[config.mk]
export PLATFORM = sky130hd
export DESIGN_NAME = fcl_nibble_tx
export DESIGN_NICKNAME = d
export VERILOG_FILES = /design/src/rtl/fcl_pkg.sv /design/src/rtl/fcl_word_fifo.sv /design/src/rtl/fcl_bp_detect.sv /design/src/rtl/fcl_frame_seq.sv /design/src/rtl/fcl_lane_out.sv /design/src/rtl/fcl_nibble_tx.sv
export SDC_FILE = /design/constraint.sdc
export NUM_CORES = 1
export LEC_CHECK = 0
export ABC_AREA = 1
export CORE_MARGIN = 4
export CORE_UTILIZATION = 40
export DETAILED_ROUTE_END_ITERATION = 8
export DONT_BUFFER_PORTS = 1
export PLACE_DENSITY = 0.52
export RECOVER_POWER = 50
export SLEW_MARGIN = 40
export SYNTH_ARGS = -nofsm -noshare
export SYNTH_HDL_FRONTEND = slang
export SYNTH_SLANG_ARGS = --single-unit
export TNS_END_PERCENT = 10
[constraint.sdc]
create_clock -name clk -period 3.65 [get_ports clk]
set_clock_uncertainty 0.05 [all_clocks]
set_input_delay 0.73 -clock clk [delete_from_list [all_inputs] [get_ports clk]]
set_output_delay 0.73 -clock clk [all_outputs]
set_load 0.1 [all_outputs]
[src/rtl/fcl_pkg.sv]
package fcl_pkg;

  typedef enum logic [1:0] {
    ST_HDR = 2'd0,
    ST_PAY = 2'd1,
    ST_TRL = 2'd2,
    ST_TRN = 2'd3
  } seq_st_e;

  // alternating training word, first nibble A
  localparam logic [31:0] TRAIN_WORD = 32'hA5A5_A5A5;
  localparam logic [1:0]  HDR_FLOW   = 2'b01;
  localparam logic [1:0]  HDR_IDLE   = 2'b00;

  // one 16-bit step of the vertical parity
  function automatic logic [15:0] vp_step(input logic [15:0] v,
                                          input logic [15:0] h,
                                          input logic        dip);
    return dip ? ({v[14:0], v[15]} ^ h) : (v ^ h);
  endfunction

  function automatic logic [15:0] vp_word(input logic [15:0] v,
                                          input logic [31:0] w,
                                          input logic        dip);
    return vp_step(vp_step(v, w[31:16], dip), w[15:0], dip);
  endfunction

endpackage

[src/rtl/fcl_word_fifo.sv]
module fcl_word_fifo #(
  parameter int W     = 33,
  parameter int DEPTH = 16
) (
  input  logic         clk,
  input  logic         rst,
  input  logic         push,
  input  logic [W-1:0] wdata,
  output logic         full,
  input  logic         pop,
  output logic [W-1:0] rdata,
  output logic         empty
);
  localparam int AW = $clog2(DEPTH);

  logic [W-1:0]  mem [DEPTH];
  logic [AW-1:0] wr_ptr, rd_ptr;
  logic [AW:0]   count;
  logic          do_push, do_pop;

  assign full    = (count == (AW+1)'(DEPTH));
  assign empty   = (count == '0);
  assign do_push = push && !full;
  assign do_pop  = pop && !empty;
  assign rdata   = mem[rd_ptr];

  function automatic logic [AW-1:0] ptr_inc(input logic [AW-1:0] p);
    return (p == AW'(DEPTH-1)) ? '0 : p + 1'b1;
  endfunction

  always_ff @(posedge clk) begin
    if (do_push) mem[wr_ptr] <= wdata;
  end

  always_ff @(posedge clk) begin
    if (rst) begin
      wr_ptr <= '0;
      rd_ptr <= '0;
      count  <= '0;
    end else begin
      if (do_push) wr_ptr <= ptr_inc(wr_ptr);
      if (do_pop)  rd_ptr <= ptr_inc(rd_ptr);
      case ({do_push, do_pop})
        2'b10:   count <= count + 1'b1;
        2'b01:   count <= count - 1'b1;
        default: count <= count;
      endcase
    end
  end
endmodule

[src/rtl/fcl_bp_detect.sv]
module fcl_bp_detect #(
  parameter int HOLD = 32
) (
  input  logic clk,
  input  logic rst,
  input  logic bp_async,
  input  logic enable,
  output logic req
);
  localparam int CNT_W = $clog2(HOLD + 1);

  logic             sync1, sync2;
  logic [CNT_W-1:0] cnt;

  // the request fires on the HOLD-th consecutive synchronised high clock
  assign req = sync2 && (cnt == CNT_W'(HOLD - 1)) && enable;

  always_ff @(posedge clk) begin
    if (rst) begin
      sync1 <= 1'b0;
      sync2 <= 1'b0;
      cnt   <= '0;
    end else begin
      sync1 <= bp_async;
      sync2 <= sync1;
      if (!sync2)                        cnt <= '0;
      else if (cnt != CNT_W'(HOLD))      cnt <= cnt + 1'b1;
    end
  end
endmodule

[src/rtl/fcl_frame_seq.sv]
module fcl_frame_seq
  import fcl_pkg::*;
#(
  parameter int REP_W = 4,
  parameter int FW    = 5
) (
  input  logic             clk,
  input  logic             rst,
  input  logic             cfg_vpar_dip,
  input  logic [REP_W-1:0] cfg_train_reps,
  input  logic             rdy_ctl,
  input  logic             rdy_dat,
  input  logic             frame_done,
  input  logic [31:0]      fifo_word,
  input  logic             fifo_last,
  output logic             fifo_pop,
  input  logic             train_req,
  output logic             train_pend,
  output logic [3:0]       cur_nib,
  output logic             cur_start,
  output logic             cur_train
);
  seq_st_e          st;
  logic [2:0]       idx;
  logic [31:0]      word_q;
  logic [15:0]      vp;
  logic [REP_W-1:0] rep;
  logic             hdr_flow_q, last_q;
  logic [FW-1:0]    favail;

  logic        slot_end, boundary, trn_go, hdr_go, flow, commit;
  logic [31:0] hdr_word;

  assign slot_end = (st == ST_TRL) ? (idx == 3'd3) : (idx == 3'd7);
  assign boundary = slot_end &&
                    ((st == ST_TRL) || ((st == ST_TRN) && (rep == cfg_train_reps)));
  assign trn_go   = boundary && train_pend;
  assign hdr_go   = boundary && !train_pend;
  assign flow     = (favail != '0);
  assign commit   = hdr_go && flow;
  assign hdr_word = {rdy_ctl, rdy_dat, flow ? HDR_FLOW : HDR_IDLE, 28'h0};
  assign fifo_pop = slot_end && (((st == ST_HDR) && hdr_flow_q) ||
                                 ((st == ST_PAY) && !last_q));

  // most significant nibble first
  assign cur_nib   = word_q[{3'd7 - idx, 2'b00} +: 4];
  assign cur_start = (st == ST_HDR) && (idx == 3'd0);
  assign cur_train = (st == ST_TRN);

  always_ff @(posedge clk) begin
    if (rst) begin
      st         <= ST_TRL;
      idx        <= 3'd3;
      word_q     <= '0;
      vp         <= '0;
      rep        <= '0;
      hdr_flow_q <= 1'b0;
      last_q     <= 1'b0;
      favail     <= '0;
      train_pend <= 1'b0;
    end else begin
      train_pend <= (train_pend && !trn_go) || train_req;
      case ({frame_done, commit})
        2'b10:   favail <= favail + 1'b1;
        2'b01:   favail <= favail - 1'b1;
        default: favail <= favail;
      endcase
      if (!slot_end) begin
        idx <= idx + 1'b1;
      end else begin
        idx <= 3'd0;
        if (fifo_pop) begin
          word_q <= fifo_word;
          last_q <= fifo_last;
          vp     <= vp_word(vp, fifo_word, cfg_vpar_dip);
          st     <= ST_PAY;
        end else if ((st == ST_HDR) || (st == ST_PAY)) begin
          word_q <= {vp, 16'h0};                        // trailer
          st     <= ST_TRL;
        end else if ((st == ST_TRN) && !boundary) begin
          rep    <= rep + 1'b1;
        end else if (trn_go) begin
          word_q <= TRAIN_WORD;
          rep    <= '0;
          st     <= ST_TRN;
        end else begin
          word_q     <= hdr_word;
          vp         <= vp_word(16'h0, hdr_word, cfg_vpar_dip);
          hdr_flow_q <= flow;
          st         <= ST_HDR;
        end
      end
    end
  end
endmodule

[src/rtl/fcl_lane_out.sv]
module fcl_lane_out (
  input  logic       clk,
  input  logic       rst,
  input  logic       hpar_en,
  input  logic [3:0] cur_nib,
  input  logic       cur_start,
  input  logic       cur_train,
  output logic [3:0] lnk_nib,
  output logic       lnk_hpar,
  output logic       lnk_start,
  output logic       lnk_train
);
  always_ff @(posedge clk) begin
    if (rst) begin
      lnk_nib   <= '0;
      lnk_hpar  <= 1'b0;
      lnk_start <= 1'b0;
      lnk_train <= 1'b0;
    end else begin
      lnk_nib   <= cur_nib;
      lnk_hpar  <= hpar_en ? ~^cur_nib : 1'b0;
      lnk_start <= cur_start;
      lnk_train <= cur_train;
    end
  end
endmodule

[src/rtl/fcl_nibble_tx.sv]
module fcl_nibble_tx #(
  parameter int IN_W       = 64,
  parameter int FIFO_DEPTH = 16,
  parameter int BP_HOLD    = 32,
  parameter int REP_W      = 4
) (
  input  logic             clk,
  input  logic             rst,
  input  logic             cfg_hpar_en,
  input  logic             cfg_vpar_dip,
  input  logic             cfg_train_en,
  input  logic [REP_W-1:0] cfg_train_reps,
  input  logic             rdy_ctl_in,
  input  logic             rdy_dat_in,
  input  logic             bp_async,
  input  logic             in_valid,
  output logic             in_ready,
  input  logic [IN_W-1:0]  in_word,
  input  logic             in_padded,
  input  logic             in_last,
  output logic [3:0]       lnk_nib,
  output logic             lnk_hpar,
  output logic             lnk_start,
  output logic             lnk_train
);
  localparam int FW = $clog2(FIFO_DEPTH) + 1;

  logic        fifo_full, fifo_empty, fifo_pop, push, train_req, train_pend;
  logic [31:0] stripped;
  logic [32:0] fifo_rd;
  logic [3:0]  cur_nib;
  logic        cur_start, cur_train;

  // strip padding of wider words
  assign stripped = in_padded ? in_word[IN_W-1 -: 32] : in_word[31:0];
  assign in_ready = !fifo_full;
  assign push     = in_valid && !fifo_full;

  fcl_word_fifo #(.W(33), .DEPTH(FIFO_DEPTH)) fifo_i (
    .clk   (clk),
    .rst   (rst),
    .push  (push),
    .wdata ({in_last, stripped}),
    .full  (fifo_full),
    .pop   (fifo_pop),
    .rdata (fifo_rd),
    .empty (fifo_empty)
  );

  fcl_bp_detect #(.HOLD(BP_HOLD)) bp_i (
    .clk      (clk),
    .rst      (rst),
    .bp_async (bp_async),
    .enable   (cfg_train_en),
    .req      (train_req)
  );

  fcl_frame_seq #(.REP_W(REP_W), .FW(FW)) seq_i (
    .clk            (clk),
    .rst            (rst),
    .cfg_vpar_dip   (cfg_vpar_dip),
    .cfg_train_reps (cfg_train_reps),
    .rdy_ctl        (rdy_ctl_in),
    .rdy_dat        (rdy_dat_in),
    .frame_done     (push && in_last),
    .fifo_word      (fifo_rd[31:0]),
    .fifo_last      (fifo_rd[32]),
    .fifo_pop       (fifo_pop),
    .train_req      (train_req),
    .train_pend     (train_pend),
    .cur_nib        (cur_nib),
    .cur_start      (cur_start),
    .cur_train      (cur_train)
  );

  fcl_lane_out out_i (
    .clk       (clk),
    .rst       (rst),
    .hpar_en   (cfg_hpar_en),
    .cur_nib   (cur_nib),
    .cur_start (cur_start),
    .cur_train (cur_train),
    .lnk_nib   (lnk_nib),
    .lnk_hpar  (lnk_hpar),
    .lnk_start (lnk_start),
    .lnk_train (lnk_train)
  );
endmodule

# After elaboration in Yosys (flattened, before gate mapping)
# Memories as Yosys holds them, arrays and structs flattened. A register that Yosys moved wholly into a read port is not among the register bits.
# Index checks and enable logic that the tools add are counted.
[word_totals]
wordCells = 133
register_bits = 93
mem_bits_rw = 528
out_inout_bits = 8
n_memories = 1
inputBits = 79
[mem_list]
columns = ["name", "words", "word_bits", "rd", "rd_clocked_by_memory_dff", "wr", "line_no", "source"]
rows = [
  ["fifo_i.mem", 16, 33, 1, 1, 1, "fcl_word_fifo.sv:16", "logic [W-1:0] mem [DEPTH];"],
]
[op_classes]
muxes = 29
n_bitwise = 10
shift = 1
add_sub_neg = 10
reduce_logical = 43
eq_ne = 19
[op_table]
columns = ["op", "count"]
rows = [
  ["$mux 32", 5],
  ["$mux 16", 7],
  ["$xor 16x16->16", 4],
  ["$shiftx 32x6->4", 1],
  ["$mux 4", 6],
  ["$pmux 5 s2", 2],
  ["$logic_and 1x1->1", 17],
  ["$add 4x1->4 const B", 3],
  ["$add 5x1->5 const B", 2],
  ["$mux 2", 5],
  ["$sub 5x1->5 const B", 2],
  ["$eq 2x2->1 const B", 4],
  ["$eq 4x4->1 const B", 2],
  ["$reduce_and 4->1", 2],
  ["$add 6x1->6 const B", 1],
  ["$eq 2x1->1 const B", 3],
  ["$eq 6x5->1 const B", 1],
  ["$logic_not 1->1", 6],
  ["$ne 2x2->1 const B", 3],
  ["$ne 6x6->1 const B", 1],
  ["$not 1->1", 6],
  ["$reduce_bool 2->1", 3],
  ["$reduce_or 2->1", 3],
  ["$eq 5x5->1 const B", 1],
  ["other kinds (15)", 22],
]

# Longest topological paths before layout
[logic_depth]
depth_word = 9
mapped_depth = 18
mapped_depth_nobuf = 18

# Hierarchy
# Synthesis repeated with hierarchy kept, for this count alone.
[unflattened]
cells_unflattened = 2635
area_unflattened_um2 = 27652.8
[modules_own_cells]
columns = ["mod", "cells_per_inst", "n_inst", "seq_area_each_um2", "area_each_um2"]
rows = [
  ["fcl_word_fifo", 1806, 1, 16195.5, 22365.2],
  ["fcl_frame_seq", 638, 1, 1301.2, 4167.7],
  ["fcl_nibble_tx", 109, 1, 0.0, 510.5],
  ["fcl_bp_detect", 51, 1, 160.2, 376.6],
  ["fcl_lane_out", 31, 1, 140.1, 232.7],
]

# Least setup slack after synthesis
# OpenSTA, ideal clock, no wires.
[synth_timing]
path_kind = "flip-flop to flip-flop"
from = "register fifo_i.count[0]"
to = "memory fifo_i.mem[11][0], enable pin"
arrival_time_ns = 3.209
n_path_buf = 0
setup_slack_ns = -0.032
required_time_ns = 3.177
path_stages_with_launch = 7
synth_period_minus_slack_ns = 3.682
setup_time_ns = 0.423
cell_sequence = "dfxtp_1 -> nor4_2 -> nand2_1 -> nand2_1 -> inv_1 -> nand2_1 -> nor2_1"
[synth_via]
elab_chain_cells = 6
[synth_lines]
columns = ["item", "line_no", "source"]
rows = [
  ["start, declared", "fcl_word_fifo.sv:18", "logic [AW:0] count;"],
  ["start signal, assigned", "fcl_word_fifo.sv:44", "2'b10: count <= count + 1'b1;"],
  ["start signal, assigned", "fcl_word_fifo.sv:45", "2'b01: count <= count - 1'b1;"],
  ["start signal, assigned", "fcl_word_fifo.sv:46", "default: count <= count;"],
  ["$eq 5x5->1 *", "fcl_word_fifo.sv:21", "assign full = (count == (AW+1)'(DEPTH));"],
  ["$logic_not 1->1 *", "n/a", ""],
  ["net in_ready", "fcl_nibble_tx.sv:17", "output logic in_ready,"],
  ["$logic_and 1x1->1", "fcl_nibble_tx.sv:37", "assign push = in_valid && !fifo_full;"],
  ["$logic_and 1x1->1 *", "fcl_word_fifo.sv:23", "assign do_push = push && !full;"],
  ["$mux 1 *", "fcl_word_fifo.sv:32", "if (do_push) mem[wr_ptr] <= wdata;"],
  ["$mux 1 (not written as such) *", "fcl_word_fifo.sv:32", ""],
  ["end, declared", "fcl_word_fifo.sv:16", ""],
]
# Mark *: on every way through the listed nets, which the timed path passes. The rest lies on a longest branch.

# Final worst setup path
[layout_timing]
from = "register seq_i.idx[2]"
to = "register seq_i.favail[4]"
[layout_via]
elab_chain_cells = 7
word_cells_on_any_way = 10
cone_classes = "4 x eq/ne; 2 x mux; 4 x reduce/logical"
[layout_lines]
columns = ["item", "line_no", "source"]
rows = [
  ["start, declared", "fcl_frame_seq.sv:24", "logic [2:0] idx;"],
  ["start signal, assigned", "fcl_frame_seq.sv:69", "idx <= idx + 1'b1;"],
  ["$eq 3x3->1 or $eq 3x2->1 (tied branches)", "fcl_frame_seq.sv:34", "assign slot_end = (st == ST_TRL) ? (idx == 3'd3) : (idx == 3'd7);"],
  ["$mux 1 *", "fcl_frame_seq.sv:34", ""],
  ["$logic_and 1x1->1 *", "fcl_frame_seq.sv:35", "assign boundary = slot_end &&"],
  ["$logic_and 1x1->1 *", "fcl_frame_seq.sv:38", "assign hdr_go = boundary && !train_pend;"],
  ["$logic_and 1x1->1 *", "fcl_frame_seq.sv:40", "assign commit = hdr_go && flow;"],
  ["$eq 2x1->1 or $eq 2x2->1 (tied branches)", "fcl_frame_seq.sv:63", "case ({frame_done, commit})"],
  ["$pmux 5 s2 or $reduce_bool 2->1 (tied branches)", "n/a", ""],
  ["end signal, assigned", "fcl_frame_seq.sv:64", "2'b10: favail <= favail + 1'b1;"],
  ["end signal, assigned", "fcl_frame_seq.sv:65", "2'b01: favail <= favail - 1'b1;"],
  ["end signal, assigned", "fcl_frame_seq.sv:66", "default: favail <= favail;"],
  ["end, declared", "fcl_frame_seq.sv:29", "logic [FW-1:0] favail;"],
]
# Mark *: on every way between the ends. The rest lies on a longest branch, timed or not.
# A chain may end at the register's enable or synchronous reset.

==> metrics.txt <==
DR vias/cell=approximately 5.4; Syn Std Cell Area=approximately 28000 µm²; Fmax=slightly above 300 MHz; transition time at the pin with the least slew margin=roughly 1.6 ns; latest clock arrival within the worst-skew pair=between 0.6 and 0.7 ns; effective utilization at floorplan=between 40 and 50%; Worst R2R Setup Slack=around 0.43 ns; minimum period implied by the final worst setup slack=about 3.2 ns; Detailed Place HPWL=44.0 mm; count of cells along the worst register-to-register path=16; floorplan die area=between 70000 and 80000 µm²; TritonCTS clock tree=built; number of fillers in the final layout=between 6000 and 7000; Critical R2R Capture=seq_i.favail[4]; portion of the clock cycle consumed by the worst path in the final layout=approximately 88%; Cell Pwr Density=roughly 560 nW/µm²; number of port buffers=0; static power due to leakage=11.9 nW; final RePlAce weighted congestion=about 0.90; core area=just under 70000 µm²; # H-tree levels=3; capturing element of the worst setup path=seq_i.favail[4]; Crit. End Element=flip-flop; commonest non-fill, non-tap cells in the layout=528 x sky130_fd_sc_hd__edfxtp_1, 514 x sky130_fd_sc_hd__nand2_1, 368 x sky130_fd_sc_hd__nand3_1; vias after detailed routing=19500; detailed-router iteration count before antenna repair=6; worst reg2reg startpoint=seq_i.idx[2]; cell at the root of the clock tree=sky130_fd_sc_hd__clkbuf_16; Gates resized, CTS repair=0; Yosys warning count=0; CP Data Arrival Time=3.66 ns; postcts setup bufs=0; die width=roughly 270 µm; Post-Syn Instances=2727; vias in the first global route=roughly 18000; growth of design area from synthesis to finish=11.8%; DRC errors left=0; number of flip-flops and latches in the synthesized netlist=between 600 and 700; fraction of layout cells with a size suffix above 1=7.04%; post-synthesis cell type count=43; hold violation count in the final report=0; largest fanout on the critical path=10; antenna violations before repair=1; count of max-cap constraint violations=1; Slew Limit Fails=34; placed cell area=approximately 29000 µm²; overall global routing resource usage=about a fifth; outcome=finished, violations left; net count after synthesis=roughly 2800; count of nets after finishing=approximately 2800; Die H=around 270 µm; leading cell type in the layout, fill and taps excluded=sky130_fd_sc_hd__edfxtp_1; instance count after placement with tap cells included=3500; maximum number of pins on one net before global-route repair=120; wire per inst=approximately 22 µm; final count of negative-setup-slack endpoints=0; critical path launch point type=flip-flop; commonest register cell after synthesis=sky130_fd_sc_hd__edfxtp_1; cts bufs inserted=71; sequential fraction of the synthesis area=roughly 65%; total grt overflow=0; Avg Synthesized Cell Area=approximately 10 µm²; final WL=78.7 mm; clk slew on worst S/H paths=~0.060 ns; TritonCTS Sinks=625; hold bufs inserted after CTS=0; critical path launch point=seq_i.idx[2]; tightest slew margin relative to the limit=-6.00%; Bufs on Longest Clock Path=3; post-route ant nets=0; global-route wire length before repair=118 mm; setup repair after global routing missed its margin=false; worst path required time=4.09 ns; maximum ir drop on the vdd rail=~0.00032 V; count of flip-flops with a built-in enable after synthesis=528; number of standard cells in the layout, taps in and fillers out=around 3600; failing checks=capacitance limit, slew limit; Cell Rows=95; Finished Cell Area=around 31000 µm²; asr flop ratio synth=0%; I/O pins=87; Final Util=45.5%; Setup Crit Path Kind=flip-flop to flip-flop; class of the most critical hold timing path=input port to flip-flop; iteration-0 DRC count of the detailed router=between 2000 and 2500
==> per-layer routing <==
metal	vias up	GRT usage (%)	routed length, µm
li1	9196	-	-
met1	9565	30.6	36100
met2	593	33.2	35800
met3	133	3.07	4230
met4	2	6.85	2640
met5	-	0	13
==> how the worst min path moves through the flow <==
stage                     slack [ns]  startpoint               end  cells after the start
after floorplan                 0.34  bp_i.sync1        bp_i.sync2                      2
after global placement          0.35  bp_i.sync1        bp_i.sync2                      2
after detailed placement        0.36  bp_i.sync1        bp_i.sync2                      2
after CTS                       0.11         rst  seq_i.word_q[15]                      1
after global routing            0.12         rst  seq_i.word_q[15]                      1
final                           0.14         rst  out_i.lnk_nib[3]                      1
==> logic make-up after synthesis <==
logic type | Yosys count | share of synthesized area, %
AOI/OAI and AO/OA | 369 | 7.43
xor gates and xnor gates | 14 | 0.446
adders and majority gates | 22 | 1.05
buffers and inverters | 440 | 6.38
DFF | 625 | 64.7
muxes | 32 | 1.31
and+or+nand+nor | 1225 | 18.7
==> state kept, by name, indices dropped and copies added (netlist names), named ones only <==
register / count
seq_i.word_q: 32
seq_i.st: 2
seq_i.train_pend: 1
seq_i.favail: 5
fifo_i.mem: 528
fifo_i.rd_ptr: 4
out_i.lnk_nib: 4
out_i.lnk_start: 1
bp_i.sync2: 1
fifo_i.count: 5
seq_i.last_q: 1
out_i.lnk_hpar: 1
out_i.lnk_train: 1
bp_i.cnt: 6
seq_i.idx: 3
bp_i.sync1: 1
seq_i.hdr_flow_q: 1
seq_i.vp: 16
seq_i.rep: 4
fifo_i.wr_ptr: 4
==> metrics by stage <==
| step | hold slack (ns) | power [W] | setup TNS, ns | setup WS [ns] |
|---|---|---|---|---|
| global route | 0.120 | 0.0181 | 0 | 0.156 |
| CTS | 0.110 | 0.0175 | 0 | 0.451 |
| global placement | 0.347 | 0.0107 | 0 | 0.508 |
| finish | 0.144 | 0.0173 | 0 | 0.431 |
| floorplan | 0.338 | 0.0101 | -10.70 | -0.0318 |
| detailed placement | 0.361 | 0.0107 | 0 | 0.464 |
==> final cells by class <==
class / count / area, µm² / share of cell area (%)
diodes: 1 / 2.50 / 0.00813
clock buffers: 96 / 1990 / 6.46
clock inverters: 33 / 209 / 0.679
inverters: 293 / 1110 / 3.60
multi-input cells: 1662 / 8090 / 26.3
flip-flops and latches: 625 / 17800 / 57.9
well taps: 873 / 1090 / 3.55
repair buffers: 47 / 472 / 1.53
==> report_power, final <==
group          total, W  leakage (nW)  internal, W  switching (W)
registers       0.00830          5.56      0.00803       0.000277
clock network   0.00673          1.07      0.00390        0.00283
logic           0.00228          5.23     0.000690        0.00159
total            0.0173          11.9       0.0126        0.00470
==> worst max-delay path, stage by stage, from the launching register on <==
cell                      delay, ns
sky130_fd_sc_hd__dfxtp_1       0.53
sky130_fd_sc_hd__inv_1         0.11
sky130_fd_sc_hd__ha_1          0.24
sky130_fd_sc_hd__o21ai_4       0.22
sky130_fd_sc_hd__inv_1         0.16
sky130_fd_sc_hd__nand2_1       0.16
sky130_fd_sc_hd__nor2_1        0.06
sky130_fd_sc_hd__nand2_1       0.08
sky130_fd_sc_hd__inv_1         0.06
sky130_fd_sc_hd__ha_1          0.26
sky130_fd_sc_hd__ha_1          0.35
sky130_fd_sc_hd__a21o_1        0.17
sky130_fd_sc_hd__a31oi_1       0.20
sky130_fd_sc_hd__o21ai_0       0.11
sky130_fd_sc_hd__a21o_1        0.16
sky130_fd_sc_hd__o21ai_0       0.14
sky130_fd_sc_hd__a21oi_1       0.05
==> cell usage after synthesis (all sizes together) (2+ instances only) <==
library cell / number / share of area [%]
edfxtp: 528 / 58
nand2: 517 / 7.1
nand3: 370 / 6.8
nor2: 313 / 4.3
inv: 292 / 4.0
o21ai: 217 / 4.0
dfxtp: 97 / 7.1
buf: 91 / 1.6
a21oi: 81 / 1.5
clkbuf: 56 / 0.76
o211ai: 40 / 1.1
mux2: 32 / 1.3
ha: 20 / 0.91
a31oi: 11 / 0.30
or2: 11 / 0.25
o22ai: 9 / 0.20
xor2: 8 / 0.25
xnor2: 6 / 0.19
nor3: 5 / 0.091
a21o: 4 / 0.11
nand4: 4 / 0.091
a211oi: 3 / 0.082
and3: 2 / 0.045
fa: 2 / 0.15
(Power assumes the default switching activity.)
